**src/rtl/i2cw_pkg.sv**
```systemverilog
package i2cw_pkg;
    parameter int DATA_W = 16;
    parameter int PTR_W  = 8;
    parameter int BYTE_W = 8;

    typedef enum logic [2:0] {
        ST_IDLE,
        ST_ADDR,
        ST_RX,
        ST_ACK,
        ST_TX,
        ST_MACK,
        ST_SKIP
    } tstate_t;

    typedef struct packed {
        tstate_t             st;
        logic [3:0]          bitcnt;
        logic [BYTE_W-1:0]   shreg;
        logic [PTR_W-1:0]    ptr;
        logic [BYTE_W-1:0]   lo;
        logic [1:0]          idx;
        logic                rw;
        logic [DATA_W-1:0]   txw;
        logic                bsel;
        logic                oe;
        logic                hs;
        logic                mack;
        logic                wr_en;
        logic [DATA_W-1:0]   wr_data;
    } tgt_regs_t;
endpackage

```
**src/rtl/i2cw_sync.sv**
```systemverilog
module i2cw_sync #(
    parameter int STAGES = 2
) (
    input  logic clk,
    input  logic rst_n,
    input  logic d_i,
    output logic q_o
);
    logic [STAGES-1:0] chain_q, chain_d;

    always_comb begin
        chain_d = {chain_q[STAGES-2:0], d_i};
    end

    always_ff @(posedge clk or negedge rst_n) begin
        if (!rst_n) chain_q <= '1;
        else        chain_q <= chain_d;
    end

    assign q_o = chain_q[STAGES-1];
endmodule

```
**src/rtl/i2cw_cond.sv**
```systemverilog
module i2cw_cond (
    input  logic clk,
    input  logic rst_n,
    input  logic scl_s,
    input  logic sda_s,
    output logic scl_rise,
    output logic scl_fall,
    output logic bus_start,
    output logic bus_stop
);
    logic scl_prev_q, sda_prev_q;

    always_ff @(posedge clk or negedge rst_n) begin
        if (!rst_n) begin
            scl_prev_q <= 1'b1;
            sda_prev_q <= 1'b1;
        end else begin
            scl_prev_q <= scl_s;
            sda_prev_q <= sda_s;
        end
    end

    assign scl_rise  = scl_s & ~scl_prev_q;
    assign scl_fall  = ~scl_s & scl_prev_q;
    assign bus_start = scl_s & scl_prev_q & sda_prev_q & ~sda_s;
    assign bus_stop  = scl_s & scl_prev_q & ~sda_prev_q & sda_s;
endmodule

```
**src/rtl/i2cw_target.sv**
```systemverilog
module i2cw_target
    import i2cw_pkg::*;
#(
    parameter int                SYNC_STAGES = 2,
    parameter logic [PTR_W-1:0]  LAST_REG    = 8'h09,
    parameter logic [2:0]        ADDR_PREFIX = 3'b100,
    parameter logic [6:0]        BCAST_ADDR  = 7'b0111111
) (
    input  logic              clk,
    input  logic              rst_n,
    input  logic              scl_i,
    input  logic              sda_i,
    input  logic [3:0]        strap_i,
    output logic              sda_oe_o,
    output logic              hs_mode_o,
    output logic              wr_en_o,
    output logic [PTR_W-1:0]  wr_addr_o,
    output logic [DATA_W-1:0] wr_data_o,
    output logic [PTR_W-1:0]  rd_addr_o,
    input  logic [DATA_W-1:0] rd_data_i
);
    localparam logic [3:0] BIT_LAST = 4'(BYTE_W);
    localparam int         HALF_W   = DATA_W / 2;

    logic scl_s, sda_s;
    logic scl_rise, scl_fall, bus_start, bus_stop;

    i2cw_sync #(.STAGES(SYNC_STAGES)) u_sync_scl (
        .clk(clk), .rst_n(rst_n), .d_i(scl_i), .q_o(scl_s));
    i2cw_sync #(.STAGES(SYNC_STAGES)) u_sync_sda (
        .clk(clk), .rst_n(rst_n), .d_i(sda_i), .q_o(sda_s));

    i2cw_cond u_cond (
        .clk(clk), .rst_n(rst_n), .scl_s(scl_s), .sda_s(sda_s),
        .scl_rise(scl_rise), .scl_fall(scl_fall),
        .bus_start(bus_start), .bus_stop(bus_stop));

    tgt_regs_t q, d;
    logic [DATA_W-1:0] word_rd;
    logic [BYTE_W-1:0] tx_byte;
    logic              tx_bit;

    always_comb begin
        d       = q;
        d.wr_en = 1'b0;
        word_rd = (q.ptr <= LAST_REG) ? rd_data_i : '0;
        tx_byte = q.bsel ? q.txw[HALF_W-1:0] : q.txw[DATA_W-1:HALF_W];
        tx_bit  = tx_byte[3'd7 - q.bitcnt[2:0]];

        if (bus_stop) begin
            d.st = ST_IDLE;
            d.oe = 1'b0;
            d.hs = 1'b0;
        end else if (bus_start) begin
            d.st     = ST_ADDR;
            d.bitcnt = '0;
            d.oe     = 1'b0;
            d.idx    = '0;
        end else begin
            unique case (q.st)
                ST_ADDR: begin
                    if (scl_rise) begin
                        d.shreg  = {q.shreg[BYTE_W-2:0], sda_s};
                        d.bitcnt = q.bitcnt + 4'd1;
                    end else if (scl_fall && q.bitcnt == BIT_LAST) begin
                        if (q.shreg[7:3] == 5'b00001) begin
                            d.hs = 1'b1;
                            d.st = ST_SKIP;
                        end else if (q.shreg[7:1] == {ADDR_PREFIX, strap_i}) begin
                            d.rw = q.shreg[0];
                            d.oe = 1'b1;
                            d.st = ST_ACK;
                        end else if (q.shreg[7:1] == BCAST_ADDR && !q.shreg[0]) begin
                            d.rw = 1'b0;
                            d.oe = 1'b1;
                            d.st = ST_ACK;
                        end else begin
                            d.st = ST_SKIP;
                        end
                    end
                end
                ST_RX: begin
                    if (scl_rise) begin
                        d.shreg  = {q.shreg[BYTE_W-2:0], sda_s};
                        d.bitcnt = q.bitcnt + 4'd1;
                    end else if (scl_fall && q.bitcnt == BIT_LAST) begin
                        d.oe  = 1'b1;
                        d.st  = ST_ACK;
                        d.idx = q.idx + 2'd1;
                        unique case (q.idx)
                            2'd0: d.ptr = q.shreg;
                            2'd1: d.lo  = q.shreg;
                            2'd2: begin
                                d.wr_en   = (q.ptr <= LAST_REG);
                                d.wr_data = {q.shreg, q.lo};
                            end
                            default: begin
                                d.oe  = 1'b0;
                                d.st  = ST_SKIP;
                                d.idx = q.idx;
                            end
                        endcase
                    end
                end
                ST_ACK: begin
                    if (scl_fall) begin
                        d.bitcnt = '0;
                        if (q.rw) begin
                            d.txw  = word_rd;
                            d.bsel = 1'b0;
                            d.oe   = ~word_rd[DATA_W-1];
                            d.st   = ST_TX;
                        end else begin
                            d.oe = 1'b0;
                            d.st = ST_RX;
                        end
                    end
                end
                ST_TX: begin
                    if (scl_rise) begin
                        d.bitcnt = q.bitcnt + 4'd1;
                    end else if (scl_fall) begin
                        if (q.bitcnt == BIT_LAST) begin
                            d.oe = 1'b0;
                            d.st = ST_MACK;
                            if (q.bsel) d.ptr = q.ptr + 1'b1;
                        end else begin
                            d.oe = ~tx_bit;
                        end
                    end
                end
                ST_MACK: begin
                    if (scl_rise) begin
                        d.mack = ~sda_s;
                    end else if (scl_fall) begin
                        d.bitcnt = '0;
                        if (!q.mack) begin
                            d.st = ST_SKIP;
                        end else if (!q.bsel) begin
                            d.bsel = 1'b1;
                            d.oe   = ~q.txw[HALF_W-1];
                            d.st   = ST_TX;
                        end else begin
                            d.txw  = word_rd;
                            d.bsel = 1'b0;
                            d.oe   = ~word_rd[DATA_W-1];
                            d.st   = ST_TX;
                        end
                    end
                end
                default: ;
            endcase
        end
    end

    always_ff @(posedge clk or negedge rst_n) begin
        if (!rst_n) begin
            q        <= '0;
            q.st     <= ST_IDLE;
        end else begin
            q <= d;
        end
    end

    assign sda_oe_o  = q.oe;
    assign hs_mode_o = q.hs;
    assign wr_en_o   = q.wr_en;
    assign wr_addr_o = q.ptr;
    assign wr_data_o = q.wr_data;
    assign rd_addr_o = q.ptr;

    // enable moves only while the synchronised clock is low
    a_r10_oe_moves_scl_low: assert property (@(posedge clk) disable iff (!rst_n)
        (q.oe != $past(q.oe)) |-> !scl_s);

    // a stop always leaves the line released
    a_r10_release_on_stop: assert property (@(posedge clk) disable iff (!rst_n)
        bus_stop |=> !q.oe);

    // the write strobe is a single-cycle pulse
    a_r3_strobe_one_cycle: assert property (@(posedge clk) disable iff (!rst_n)
        q.wr_en |=> !q.wr_en);

    // no strobe beyond the last backed register
    a_r8_strobe_in_range: assert property (@(posedge clk) disable iff (!rst_n)
        q.wr_en |-> (q.ptr <= LAST_REG));

    // high-speed flag drops only after a stop
    a_r9_hs_clear_by_stop: assert property (@(posedge clk) disable iff (!rst_n)
        $fell(q.hs) |-> $past(bus_stop));
endmodule

```
**config.mk**
```make
export PLATFORM = sky130hd
export DESIGN_NAME = i2cw_target
export DESIGN_NICKNAME = d
export VERILOG_FILES = /design/src/rtl/i2cw_pkg.sv /design/src/rtl/i2cw_sync.sv /design/src/rtl/i2cw_cond.sv /design/src/rtl/i2cw_target.sv
export SDC_FILE = /design/constraint.sdc
export NUM_CORES = 1
export LEC_CHECK = 0
export BUFFER_PORTS_ARGS = -buffer_cell sky130_fd_sc_hd__buf_2
export CAP_MARGIN = 20
export CORE_MARGIN = 10
export CORE_UTILIZATION = 36
export CTS_BUF_LIST = sky130_fd_sc_hd__clkbuf_4 sky130_fd_sc_hd__clkbuf_8 sky130_fd_sc_hd__clkbuf_16
export DETAILED_ROUTE_END_ITERATION = 12
export HOLD_SLACK_MARGIN = 0.12
export MAX_ROUTING_LAYER = met4
export PLACE_DENSITY = 0.59
export SKIP_CTS_REPAIR_TIMING = 1
export SLEW_MARGIN = 10
export SYNTH_ARGS = -nofsm -noshare
export SYNTH_HDL_FRONTEND = slang
export SYNTH_SLANG_ARGS = --single-unit
```
**constraint.sdc**
```tcl
create_clock -name clk -period 2 [get_ports clk]
set_input_delay 0.6 -clock clk [delete_from_list [all_inputs] [get_ports clk]]
set_output_delay 0.6 -clock clk [all_outputs]
set_load 0.02 [all_outputs]
```
==> results of run 1 <==
worst max-delay path: cells and delay by family, from the launching register on:
family          cells  cell delay, ns
simple gates        2            0.60
buf+inv             2            0.36
flops               1            0.48
mux                 1            0.16
compound gates      2            0.25
cells in the mapped netlist, types with 6 or more instances:
cell type                  count  area (sq um)
sky130_fd_sc_hd__a22o_1        6         52.55
sky130_fd_sc_hd__buf_2        12         60.06
sky130_fd_sc_hd__buf_4        32         240.2
sky130_fd_sc_hd__nor2_1       21         78.83
sky130_fd_sc_hd__ha_1         11         137.6
sky130_fd_sc_hd__nand2b_1      7         43.79
sky130_fd_sc_hd__o31ai_1       6         45.04
sky130_fd_sc_hd__dfstp_2       6         157.7
sky130_fd_sc_hd__dfrtp_1      71          1777
sky130_fd_sc_hd__nand2_1      40         150.1
sky130_fd_sc_hd__mux2i_1      10         100.1
sky130_fd_sc_hd__o21ai_0      25         125.1
sky130_fd_sc_hd__a21oi_1      15         75.07
sky130_fd_sc_hd__mux2_1       34         382.9
sky130_fd_sc_hd__o21ai_1      17         85.08
sky130_fd_sc_hd__inv_1        11         41.29
sky130_fd_sc_hd__a31oi_1       6         37.54
sky130_fd_sc_hd__nand3_1      13         65.06
registers in the layout, indices dropped and copies added, names as in the netlist:
| signal | count |
|---|---|
| hs_mode_o | 1 |
| q | 44 |
| rd_addr_o | 8 |
| sda_oe_o | 1 |
| u_cond.scl_prev_q | 1 |
| u_cond.sda_prev_q | 1 |
| u_sync_scl.chain_q | 2 |
| u_sync_sda.chain_q | 2 |
| wr_data_o | 16 |
| wr_en_o | 1 |
per-layer routing:
| metal | share of wire | track usage | routed length (microns) |
|---|---|---|---|
| met4 | 0.023 | 0.06622 | 242 |
| met1 | 0.46 | 0.1686 | 4883 |
| met5 | 0 | - | 0 |
| met2 | 0.48 | 0.1960 | 5076 |
| met3 | 0.036 | 0.02039 | 386 |
cell type report:
type                            instances  area [sq um]  area share
Multi-Input combinational cell        278          2049      0.3903
Inverter                               13         48.80    0.009292
Clock buffer                           10         232.7     0.04432
Tap cell                              143         178.9     0.03407
Timing Repair Buffer                  109         710.7      0.1353
Sequential cell                        77          1937      0.3688
Clock inverter                          6         93.84     0.01787
power breakdown:
part	internal (mW)	switching, mW	leakage, nW
combinational	1.19	1.27	1.38
clock	1.12	0.663	0.157
sequential	1.86	0.323	0.980
kinds of logic (layout without fill, tap and decap cells):
family | count (synthesis) | count (layout) | synth area share
mux | 48 | 48 | 0.1289
fa+ha+maj | 11 | 11 | 0.03201
simple gates | 113 | 113 | 0.1333
flops | 77 | 77 | 0.4499
xor+xnor | 7 | 7 | 0.01426
buf+inv | 64 | 138 | 0.08906
compound gates | 99 | 99 | 0.1525
worst max-delay path by stage:
stage / startpoint / end / slack [ns] / cells after the start
finish: q[70] / q[68] / 0.08 / 7
floorplan: q[64] / rd_addr_o[1] / 0.04 / 8
global route: q[64] / q[70] / -0.008 / 7
detailed placement: q[64] / rd_addr_o[7] / 0.06 / 8
CTS: rd_addr_o[6] / sda_oe_o / 0.04 / 5
global placement: q[69] / sda_oe_o / 0.05 / 6
stage by stage:
step                cells  setup WS [ns]  area, sq um  utilization
CTS                   633        0.03647         5166       0.4467
global route          636      -0.007832         5251       0.4541
detailed placement    617        0.06102         4840       0.4185
floorplan             419        0.03849         4304            -
global placement      617        0.04745         4840       0.4185
finish                636        0.08214         5251       0.4541
==> impl.org, run 1 <==
** Outcome
- Status :: completed

** Power and ir drop
- IR analysis of the VDD net gives a maximum drop of 0.4024 mV.
- Leakage :: 2.522 nW
- Dividing total power by cell area gives a power density of 1224 nW/um^2.
- The design draws 6.429 mW.

** CTS
- Number of buffers added by the clock tree synthesis step :: 9
- H-tree levels :: 3
- After clock tree synthesis, the clock-pin slew on the worst setup and hold paths is about 0.060 ns.
- In this run the deepest clock path goes through 2 buffers.
- CTS Sinks :: between 70 and 80
- TritonCTS built the clock tree.
- Clock latency on the worst-skew pair, taken at its later pin, is 0.34 ns.
- CTS Root Cell :: sky130_fd_sc_hd__clkbuf_16

** Setup path
- The worst setup path is launched from a register.
- Data required time of the critical path :: 2.26 ns
- Slowest-stage cell, CP :: sky130_fd_sc_hd__dfrtp_2
- Longest individual stage delay on the worst path :: ~0.48 ns
- The worst register-to-register path begins at q[70].
- The critical path is of the register to register type.
- The worst register-to-register path ends at q[68].
- Number of cells on the worst reg-to-reg path :: 7
- At the worst endpoint, the arrival time is between 2 and 2.5 ns.
- Worst-case register-to-register setup slack :: around 0.08 ns
- Type of destination of the critical path :: register
- Walking the worst path, the cells encountered are buf_4, nor4b_1, nor2_1, buf_4, o211ai_1, o211ai_1, mux2i_1.
- Highest fanout seen on the critical path :: 10

** Place
- Routability-driven placement finished with a final weighted congestion of about 0.9.
- Estimated wirelength of the detail-placed design :: about 8000 microns
- Input and output buffers added on the ports amount to between 50 and 60.

** Drt
- For this block, the routed nets add up to around 11000 microns of wire.
- DR WL/cell :: about 17 microns
- Summing over every cut layer, the via total after detailed routing is approximately 3300.
- Number of iterations in the first detailed-routing pass :: 4
- Avg Vias per Cell :: around 5.2
- For this run, design rule violations remaining after detail routing come to 0.
- For this block, the initial DRC count from the detailed router was around 170.
- Once detail routing completed, the nets flagged for antenna violations numbered 0.

** Synth
- Of all flip-flops after synthesis, the portion carrying an async set or reset was 1.000.
- For this run, the register share of the synthesized area comes to 0.4499.
- The synthesized design contains 77 register bits.
- Number of distinct library cells after synthesis :: 63
- In this run the cell area of the synthesized design comes to between 4000 and 5000 sq um.
- Number of instances in the synthesized netlist :: 419
- Syn nets :: about 450
- A synthesized cell averages roughly 10 sq um.
- Primary flip-flop cell chosen by synthesis mapping :: sky130_fd_sc_hd__dfrtp_1
- Count of yosys warnings during synthesis :: 0
- Yosys mapped a number of flops with a built-in enable equal to 0.

** STA
- Worst setup skew after layout :: 0.005076 ns
- After layout, the minimum clock period comes to roughly 1.9 ns.
- In this run the tightest slew margin relative to its limit is 0.6923.
- Max Clock Freq :: 521.4 MHz
- Across all hold checks on the routed design, the worst slack comes to roughly 0.13 ns.
- The final max-slew violation count came to 0.
- Summed negative setup slack over all endpoints :: 0 ns
- Setup repair after global routing missed its margin :: true
- Final period utilization :: 0.9589
- Setup violations remaining at the end of the flow were counted as 0.
- Final Hold Violating Endpoints :: 0
- Slew at the pin with the worst max-slew slack :: about 0.46 ns

** Global routing
- Grt total ovfl :: 0
- Number of global-route vias before repair :: about 3400
- Wire length of the first global-routing pass :: 17130 microns
- GR Util All Layers :: 0.1309
- The initial antenna violation count is 0.
- Entering global routing, the biggest net connects 39 pins.

** Die
- The total area inside the core boundary comes to between 10000 and 15000 sq um.
- The initial utilization of the core area, before any placement, comes to 0.3717.
- The die covers between 15000 and 20000 sq um.
- Chip height :: around 130 microns
- Standard-cell rows :: 39
- Die X-Extent :: 129.3 microns
- 59 I/O pins were placed.

** Layout
- Most common library cell in the layout ignoring fill and taps :: sky130_fd_sc_hd__dfrtp_1
- In the final design database the tool counted between 500 and 600 nets.
- 0 antenna diodes ended up in the layout.
- Synth-to-layout area growth :: 22.15%
- Layout filler cell count :: about 1100
- In the layout the commonest cells are sky130_fd_sc_hd__dfrtp_1, sky130_fd_sc_hd__buf_2, sky130_fd_sc_hd__buf_4.
- Share of post-route cells with drive strength above 1 :: 0.3225

** Hold path
- The path class of the tightest hold or removal check is primary input to async pin.

** Flow run
- The tool flagged a number of max-cap violations equal to 0.
No activity file was read; power rests on OpenSTA's default activity.
==> inputs of run 2 (changes only) <==
--- a/config.mk
+++ b/config.mk
@@ -12,7 +12,6 @@
 export CTS_BUF_LIST = sky130_fd_sc_hd__clkbuf_4 sky130_fd_sc_hd__clkbuf_8 sky130_fd_sc_hd__clkbuf_16
 export DETAILED_ROUTE_END_ITERATION = 12
 export HOLD_SLACK_MARGIN = 0.12
-export MAX_ROUTING_LAYER = met4
 export PLACE_DENSITY = 0.59
 export SKIP_CTS_REPAIR_TIMING = 1
 export SLEW_MARGIN = 10
==> impl.org, run 2 (synthesis gave the netlist of run 1 again) <==
** Outcome
- The run finished with clean final reports.

** Place
- Placed Instance Area :: 4810 sq um (-0.62%)
- The pre-CTS worst setup slack is 0.01312 ns (-0.04790 ns).
- Estimated wirelength of the detail-placed design :: 7913 microns (-0.11%)
- The weighted congestion reported at the end of routability-driven placement is 0.8604 (-3.2%).
- # port buffers :: 58 (unchanged)

** Layout
- Nets :: 516 (-1.3%)
- The summed area of non-filler cells in the final layout is 5149 sq um (-2.0%).
- The flip-flop count of the largest register after layout was 44 (unchanged).
- Antenna diode instance count :: 0 (unchanged)
- Most frequent cells in the layout :: sky130_fd_sc_hd__dfrtp_1, sky130_fd_sc_hd__buf_2, sky130_fd_sc_hd__buf_4
- Share of post-route cells with drive strength above 1 :: 0.3025 (-0.02005)
- Leaving out fill and tap cells, the most frequent cell in the layout is sky130_fd_sc_hd__dfrtp_1.
- Relative to the synthesized area, the layout overhead comes to 19.76%.
- Register with the most flip-flops :: q

** Power and ir drop
- Power density over the cells :: 1205 nW/um^2 (-1.6%)
- Leakage :: 2.461 nW (-2.4%)
- Worst VDD drop :: 0.4857 mV (+21%)

** STA
- Remaining max-slew budget at the tightest pin :: 0.6320 (-0.06029)
- Max Clock Freq :: 524.4 MHz (+0.57%)
- Shortest period the worst path allows :: 1.907 ns (-0.01091 ns)
- The final worst-path cycle share was 0.9535 (-0.005457).
- Setup repair after global routing could not meet its margin everywhere.
- The count of endpoints failing hold in the final timing report was 0 (unchanged).
- Worst setup skew after layout :: 0.004284 ns (-0.0007916 ns)
- Count of endpoints failing setup in the final report :: 0 (unchanged)
- Final max-slew violation count :: 0 (unchanged)
- Worst Setup Slack, final :: 0.09306 ns (+0.01091 ns)
- Slew at the pin with the worst max-slew slack :: 0.5519 ns (+0.09525 ns)

** Die
- The initial core utilization was 0.3717 (unchanged).
- The vertical die dimension was 129.3 microns (unchanged).
- The overall die area was 16710 sq um (unchanged).
- The number of cell rows was 39 (unchanged).
- The number of I/O pins came to 59 (unchanged).
- The core area is 11560 sq um (unchanged).
- The floorplan die width came to 129.3 microns (unchanged).

** Drt
- Vias post-DR :: 3278 (-1.2%)
- DR WL/cell :: 16.41 microns (-1.4%)
- The number of vias per cell was 5.211 (-0.14%).
- The total detailed-routing wirelength was 10320 microns (-2.5%).
- DRC violation total after the first TritonRoute iteration :: 220 (+28%)
- Post-route DRC violation count :: 0 (unchanged)
- Number of antenna-violating nets in the routed design :: 0 (unchanged)
- Number of iterations in the first detailed-routing pass :: 4 (unchanged)

** CTS
- TritonCTS built the clock tree.
- H-tree levels :: 3 (unchanged)
- Worst skew pair latency :: 0.33 ns (about the same)
- CTS Root Cell :: sky130_fd_sc_hd__clkbuf_16
- CTS Sinks :: 77 (unchanged)
- Clock Pin Slew Worst Setup and Hold Paths :: 0.06 ns (about the same)
- The number of buffers inserted during clock tree synthesis came to 9 (unchanged).
- Clk buf depth :: 2 (unchanged)

** Setup path
- Worst Path Arrival :: 2.13 ns (-0.05 ns)
- Highest fanout seen on the critical path :: 15 (+5)
- The worst setup path is captured at a register.
- Critical path launch point type :: register
- The critical path in this run is classified as register to register.
- The required arrival time at the worst endpoint is 2.22 ns (-0.04 ns).

** Global routing
- Pin count of the biggest net entering global routing :: 42 (+7.7%)
- The initial antenna violation count was 0 (unchanged).
- The global routing usage summed across all routing layers came to 0.1275 (-0.003391).
- The via count of the first global-routing pass came to 3407 (+0.35%).
- The final global-route overflow total is 0 (unchanged).
- The global-route wire length before repair is 17370 microns (+1.4%).

** Hold path
- Class of the tightest hold or removal check :: primary input to async pin

** Flow run
- The max-cap check violation count is 0 (unchanged).
## run 2: report_power, final
part | internal, mW | switching, mW | leakage (nW)
clock network | 0.984 | 0.678 | 0.141
registers | 1.86 | 0.316 | 0.981
logic | 1.15 | 1.21 | 1.34
total | 4.00 | 2.21 | 2.46
## run 2: final cells by class
class / instances / area, sq um
clock buffers: 9 / 225.2
clock inverters: 7 / 81.33
fillers: 1098 / 6416
inverters: 13 / 48.80
multi-input cells: 278 / 2013
flip-flops and latches: 77 / 1937
well taps: 143 / 178.9
repair buffers: 102 / 664.4
## run 2: final timing paths
check | startpoint | end | slack (ns) | cells past startpoint
setup / recovery | q[64] | rd_addr_o[7] | 0.09 | 8
hold / removal | rst_n | q[21] | 0.26 | 1
setup reg to reg | q[64] | rd_addr_o[7] | 0.09 | 8
hold reg to reg | u_sync_sda.chain_q[0] | u_sync_sda.chain_q[1] | 0.36 | 0
max in group asynchronous | rst_n | wr_data_o[1] | 1.16 | 2
min in group clk | u_sync_sda.chain_q[0] | u_sync_sda.chain_q[1] | 0.36 | 0
## run 2: layer usage
layer	GRT usage	wire length (microns)	vias up
met4	0.05284	241	0
li1	-	-	1593
met2	0.1887	4629	59
met5	0	0	-
met3	0.03100	440	16
met1	0.1743	5011	1610
## run 2: stage by stage
stage | power [mW] | instances | util | hold WS (ns) | setup TNS (ns)
2_1_floorplan | 3.604 | 419 | - | 0.3044 | 0
3_3_place_gp | 4.482 | 613 | 0.4159 | 0.3471 | -0.04739
3_5_place_dp | 4.510 | 613 | 0.4159 | 0.3478 | 0
4_1_cts | 6.205 | 629 | 0.4424 | 0.2715 | -0.01792
5_1_grt | 6.644 | 629 | 0.4452 | 0.2852 | -0.08653
6_report | 6.203 | 629 | 0.4452 | 0.2608 | 0
## run 2: worst max-delay path, cell delays in order (launching register included)
cell and delay (ns):
sky130_fd_sc_hd__dfrtp_1 0.43, sky130_fd_sc_hd__inv_1 0.08, sky130_fd_sc_hd__ha_1 0.17, sky130_fd_sc_hd__nand3b_1 0.17
sky130_fd_sc_hd__nand2b_2 0.28, sky130_fd_sc_hd__a211oi_2 0.18, sky130_fd_sc_hd__buf_6 0.19, sky130_fd_sc_hd__nand2_1 0.07
sky130_fd_sc_hd__a22o_1 0.22
==> inputs of run 3 (changes only) <==
--- a/config.mk
+++ b/config.mk
@@ -5,6 +5,7 @@
 export SDC_FILE = /design/constraint.sdc
 export NUM_CORES = 1
 export LEC_CHECK = 0
+export ABC_AREA = 1
 export BUFFER_PORTS_ARGS = -buffer_cell sky130_fd_sc_hd__buf_2
 export CAP_MARGIN = 20
 export CORE_MARGIN = 10
@@ -12,7 +13,6 @@
 export CTS_BUF_LIST = sky130_fd_sc_hd__clkbuf_4 sky130_fd_sc_hd__clkbuf_8 sky130_fd_sc_hd__clkbuf_16
 export DETAILED_ROUTE_END_ITERATION = 12
 export HOLD_SLACK_MARGIN = 0.12
-export PLACE_DENSITY = 0.59
 export SKIP_CTS_REPAIR_TIMING = 1
 export SLEW_MARGIN = 10
 export SYNTH_ARGS = -nofsm -noshare
==> constraint.sdc (replaced) <==
create_clock -name clk -period 1.7 [get_ports clk]
set_input_delay 0.51 -clock clk [delete_from_list [all_inputs] [get_ports clk]]
set_output_delay 0.51 -clock clk [all_outputs]
set_load 0.02 [all_outputs]
==> impl.org, run 3 <==
** Outcome
- Status :: finished with violations
- The final reports fail on setup timing.

** Synth
- Post-synthesis average cell area :: 8.093 sq um (-21%)
- Sorting the synthesized cells by how often they occur yields sky130_fd_sc_hd__nand2_1, sky130_fd_sc_hd__dfrtp_1, sky130_fd_sc_hd__inv_1, sky130_fd_sc_hd__nand3_1, sky130_fd_sc_hd__o21ai_0.
- The fraction of synthesized cell area taken by the top area cell type is 0.4127 (-0.0006005).
- The number of flops mapped to enable cells by yosys is 0 (unchanged).
- Cell types occupying the most area after synthesis :: sky130_fd_sc_hd__dfrtp_1, sky130_fd_sc_hd__nand2_1, sky130_fd_sc_hd__nand3_1
- The most used flip-flop cell after synthesis is sky130_fd_sc_hd__dfrtp_1.
- Count leader, synth :: sky130_fd_sc_hd__nand2_1
- The cell area after technology mapping was 4305 sq um (+0.15%).
- Synthesis-stage register bit count :: 77 (unchanged)
- The cell count after synthesis came to 532 (+27%).
- Sequential fraction of the synthesis area :: 0.4493 (-0.0006538)
- Number of distinct library cells after synthesis :: 40 (-37%)
- Syn nets :: 567 (+25%)
- Dominant cell type by area after synthesis :: sky130_fd_sc_hd__dfrtp_1
- The total of warnings raised by yosys is 0 (unchanged).
- The share of flip-flops with an asynchronous set or reset is 1.000 (unchanged).

** Setup path
- STA classifies the critical path startpoint as a register.
- Number of cells on the worst reg-to-reg path :: 9 (+1)
- Type of destination of the critical path :: register
- The endpoint arrival time on the critical path is 2.00 ns (-0.13 ns).
- Data required time of the critical path :: 1.97 ns (-0.25 ns)
- The highest fanout seen on the critical path came to 8 (-7).
- By startpoint and endpoint, the worst setup path is classified as register to register.

** Layout
- Leaving out fill and tap cells, the most frequent cell in the layout is sky130_fd_sc_hd__nand2_1.
- Counting flops per register, the top entry is q.
- The number of nets in the finished design came to 656 (+27%).
- Leaving out fill and tap cells, the most frequent cells in the layout are sky130_fd_sc_hd__nand2_1, sky130_fd_sc_hd__dfrtp_1, sky130_fd_sc_hd__buf_2.
- The flip-flop count of the largest register after layout came to 44 (unchanged).
- Antenna diode instance count :: 0 (unchanged)
- Compared with the post-synthesis result, the final layout area differs by 27.40%.
- The share of cells above drive strength 1 came to 0.3339 (+0.03140).

** Global routing
- The initial antenna violation count came to 0 (unchanged).
- Grt total ovfl :: 0 (unchanged)
- The maximum number of pins on one net before global-route repair was 34 (-19%).
- The global-route wire length before repair came to 18240 microns (+5.0%).
- The via count of the first global-routing pass is 3590 (+5.4%).
- GR Util All Layers :: 0.1370 (+0.009453)

** Die
- Floorplan core area :: 11560 sq um (unchanged)
- DIE AREA :: 16730 sq um (+0.12%)
- The number of cell rows came to 39 (unchanged).
- The vertical die dimension is 129.4 microns (about the same).
- The floorplan die width is 129.4 microns (about the same).
- Number of placed I/O pins :: 59 (unchanged)
- The initial core utilization was 0.3723 (+0.0005409).

** Flow run
- The max-cap check violation count was 0 (unchanged).

** STA
- Slew at the pin with the worst max-slew slack :: 0.4593 ns (-0.09269 ns)
- Final Hold Violating Endpoints :: 0 (unchanged)
- The total of endpoints with negative setup slack in the final report is 14 (+14).
- Max Clock Freq :: 578.1 MHz (+10%)
- The final period demand of the worst path was 1.730 ns (-0.1771 ns).
- The setup total negative slack came to -0.1966 ns (-0.1966 ns).
- Worst Setup Slack, final :: -0.02988 ns (-0.1229 ns)
- Setup repair after global routing could not meet its margin everywhere.
- The final worst-path cycle share is 1.018 (+0.06411).
- Final max-slew violation count :: 0 (unchanged)
- Remaining max-slew budget at the tightest pin :: 0.6938 (+0.06179)
- Worst setup skew after layout :: 0.008927 ns (+0.004642 ns)

** Power and ir drop
- The net switching power of the design was 3.210 mW (+45%).
- Power density over the cells :: 1471 nW/um^2 (+22%)
- The standby leakage power was 2.777 nW (+13%).
- The power consumption was 8.066 mW (+30%).
- The share of total power in sequential cells is 0.309 (-0.042).
- Combinational cell fraction of total power :: 0.441 (+0.060)
- Internal power consumption :: 4.856 mW (+22%)
- Net switching share of the total power :: 0.3980 (+0.04209)
- Worst VDD drop :: 0.4817 mV (-0.82%)
- The relative contribution of the clock network to total power was 0.250 (-0.018).

** Hold path
- Class of the tightest hold or removal check :: primary input to async pin

** Drt
- Post-route DRC violation count :: 0 (unchanged)
- The total detailed-routing wirelength was 11720 microns (+14%).
- The post-detailed-route wirelength per cell was 15.24 microns (-7.2%).
- The number of vias per cell is 5.007 (-3.9%).
- Vias post-DR :: 3850 (+17%)
- Number of antenna-violating nets in the routed design :: 0 (unchanged)
- The number of design-rule violations left by the first detailed-router iteration was 384 (+75%).
- Number of iterations in the first detailed-routing pass :: 5 (+1)

** CTS
- Clock Pin Slew Worst Setup and Hold Paths :: 0.07 ns (about the same)
- CTS Sinks :: 77 (unchanged)
- Clk buf depth :: 2 (unchanged)
- Number of buffers added by the clock tree synthesis step :: 9 (unchanged)
- H-tree levels :: 3 (unchanged)
- The tree is rooted in a sky130_fd_sc_hd__clkbuf_16.
- Worst skew pair latency :: 0.35 ns (+0.02 ns)
- CTS tree :: yes

** Place
- The weighted congestion reported at the end of routability-driven placement came to 0.9047 (+5.1%).
- The quantity of I/O buffers inserted on ports was 58 (unchanged).
- Estimated wirelength of the detail-placed design :: 8597 microns (+8.6%)
## run 3: cell types whose count changed after synthesis, moves of 5 or more
| cell | before | now |
|---|---|---|
| sky130_fd_sc_hd__nand2_1 | 40 | 123 |
| sky130_fd_sc_hd__inv_1 | 11 | 53 |
| sky130_fd_sc_hd__nand3_1 | 13 | 53 |
| sky130_fd_sc_hd__nor2_1 | 21 | 35 |
| sky130_fd_sc_hd__mux2i_1 | 10 | 0 |
| sky130_fd_sc_hd__mux2_1 | 34 | 0 |
| sky130_fd_sc_hd__nand2b_1 | 7 | 0 |
| sky130_fd_sc_hd__a22o_1 | 6 | 0 |
| sky130_fd_sc_hd__o21ai_0 | 25 | 46 |
| sky130_fd_sc_hd__o31ai_1 | 6 | 1 |
| sky130_fd_sc_hd__buf_2 | 12 | 3 |
## run 3: area by class of cell
type / instances / area [sq um]
multi-input combinational: 352 / 1973
tap: 143 / 178.9
clock buffer: 10 / 239.0
inverter: 61 / 249.0
fill: 1100 / 6080
sequential: 77 / 1937
clock inverter: 6 / 70.07
timing repair buffer: 120 / 838.3
## run 3: through the flow
step                hold WS, ns  setup slack [ns]  cells  area (sq um)  utilization
floorplan                0.2144          0.001744    532          4342            -
global placement         0.3461          -0.01348    744          4931       0.4264
detailed placement       0.3468          -0.01583    744          4931       0.4264
CTS                      0.1186          -0.07215    760          5240       0.4531
global route             0.1436          -0.09269    769          5485       0.4743
finish                   0.1130          -0.02988    769          5485       0.4743
## run 3: cells by family (layout without fill, tap and decap cells)
| family | count (synthesis) | count (layout) | share of synthesized area |
|---|---|---|---|
| DFF | 77 | 77 | 0.4493 |
| and+or+nand+nor | 237 | 238 | 0.2488 |
| xor gates and xnor gates | 2 | 2 | 0.004069 |
| buffers and inverters | 104 | 197 | 0.1267 |
| adders and majority gates | 11 | 11 | 0.03197 |
| muxes | 8 | 8 | 0.02354 |
| AOI/OAI and AO/OA | 93 | 93 | 0.1157 |
## run 3: worst paths after layout
path | startpoint | endpoint | slack [ns]
max in group asynchronous | rst_n | u_cond.sda_prev_q | 1.01
max reg2reg | u_cond.scl_prev_q | q[36] | -0.03
min in group clk | scl_i | u_sync_scl.chain_q[0] | 0.25
max | u_cond.scl_prev_q | q[36] | -0.03
min | rst_n | q[37] | 0.11
min reg2reg | u_sync_sda.chain_q[0] | u_sync_sda.chain_q[1] | 0.36
## run 3: worst max-delay path: stages (launching register included)
cell                        delay, ns
sky130_fd_sc_hd__dfstp_2         0.58
sky130_fd_sc_hd__inv_2           0.07
sky130_fd_sc_hd__nor2_4          0.17
sky130_fd_sc_hd__inv_2           0.08
sky130_fd_sc_hd__nand2_4         0.09
sky130_fd_sc_hd__nand4_4         0.09
sky130_fd_sc_hd__nor2_4          0.23
sky130_fd_sc_hd__clkbuf_16       0.20
sky130_fd_sc_hd__nor2_2          0.03
sky130_fd_sc_hd__a21oi_1         0.11
## run 3: power groups by stage
stage | clock [mW] | combinational, mW | sequential, mW
finish | 2.02 | 3.55 | 2.49
global route | 2.11 | 3.98 | 2.54
CTS | 2.06 | 3.24 | 2.48
detailed placement | 0 | 3.22 | 2.51
global placement | 0 | 3.19 | 2.50
floorplan | 0 | 2.06 | 2.48
## run 3: per-layer routing
metal / global-route usage / routed length, microns / up-vias
met5: 0 / 0 / -
met1: 0.1840 / 5566 / 1837
met2: 0.2114 / 5419 / 92
met3: 0.02610 / 522 / 15
li1: - / - / 1906
met4: 0.05819 / 210 / 0
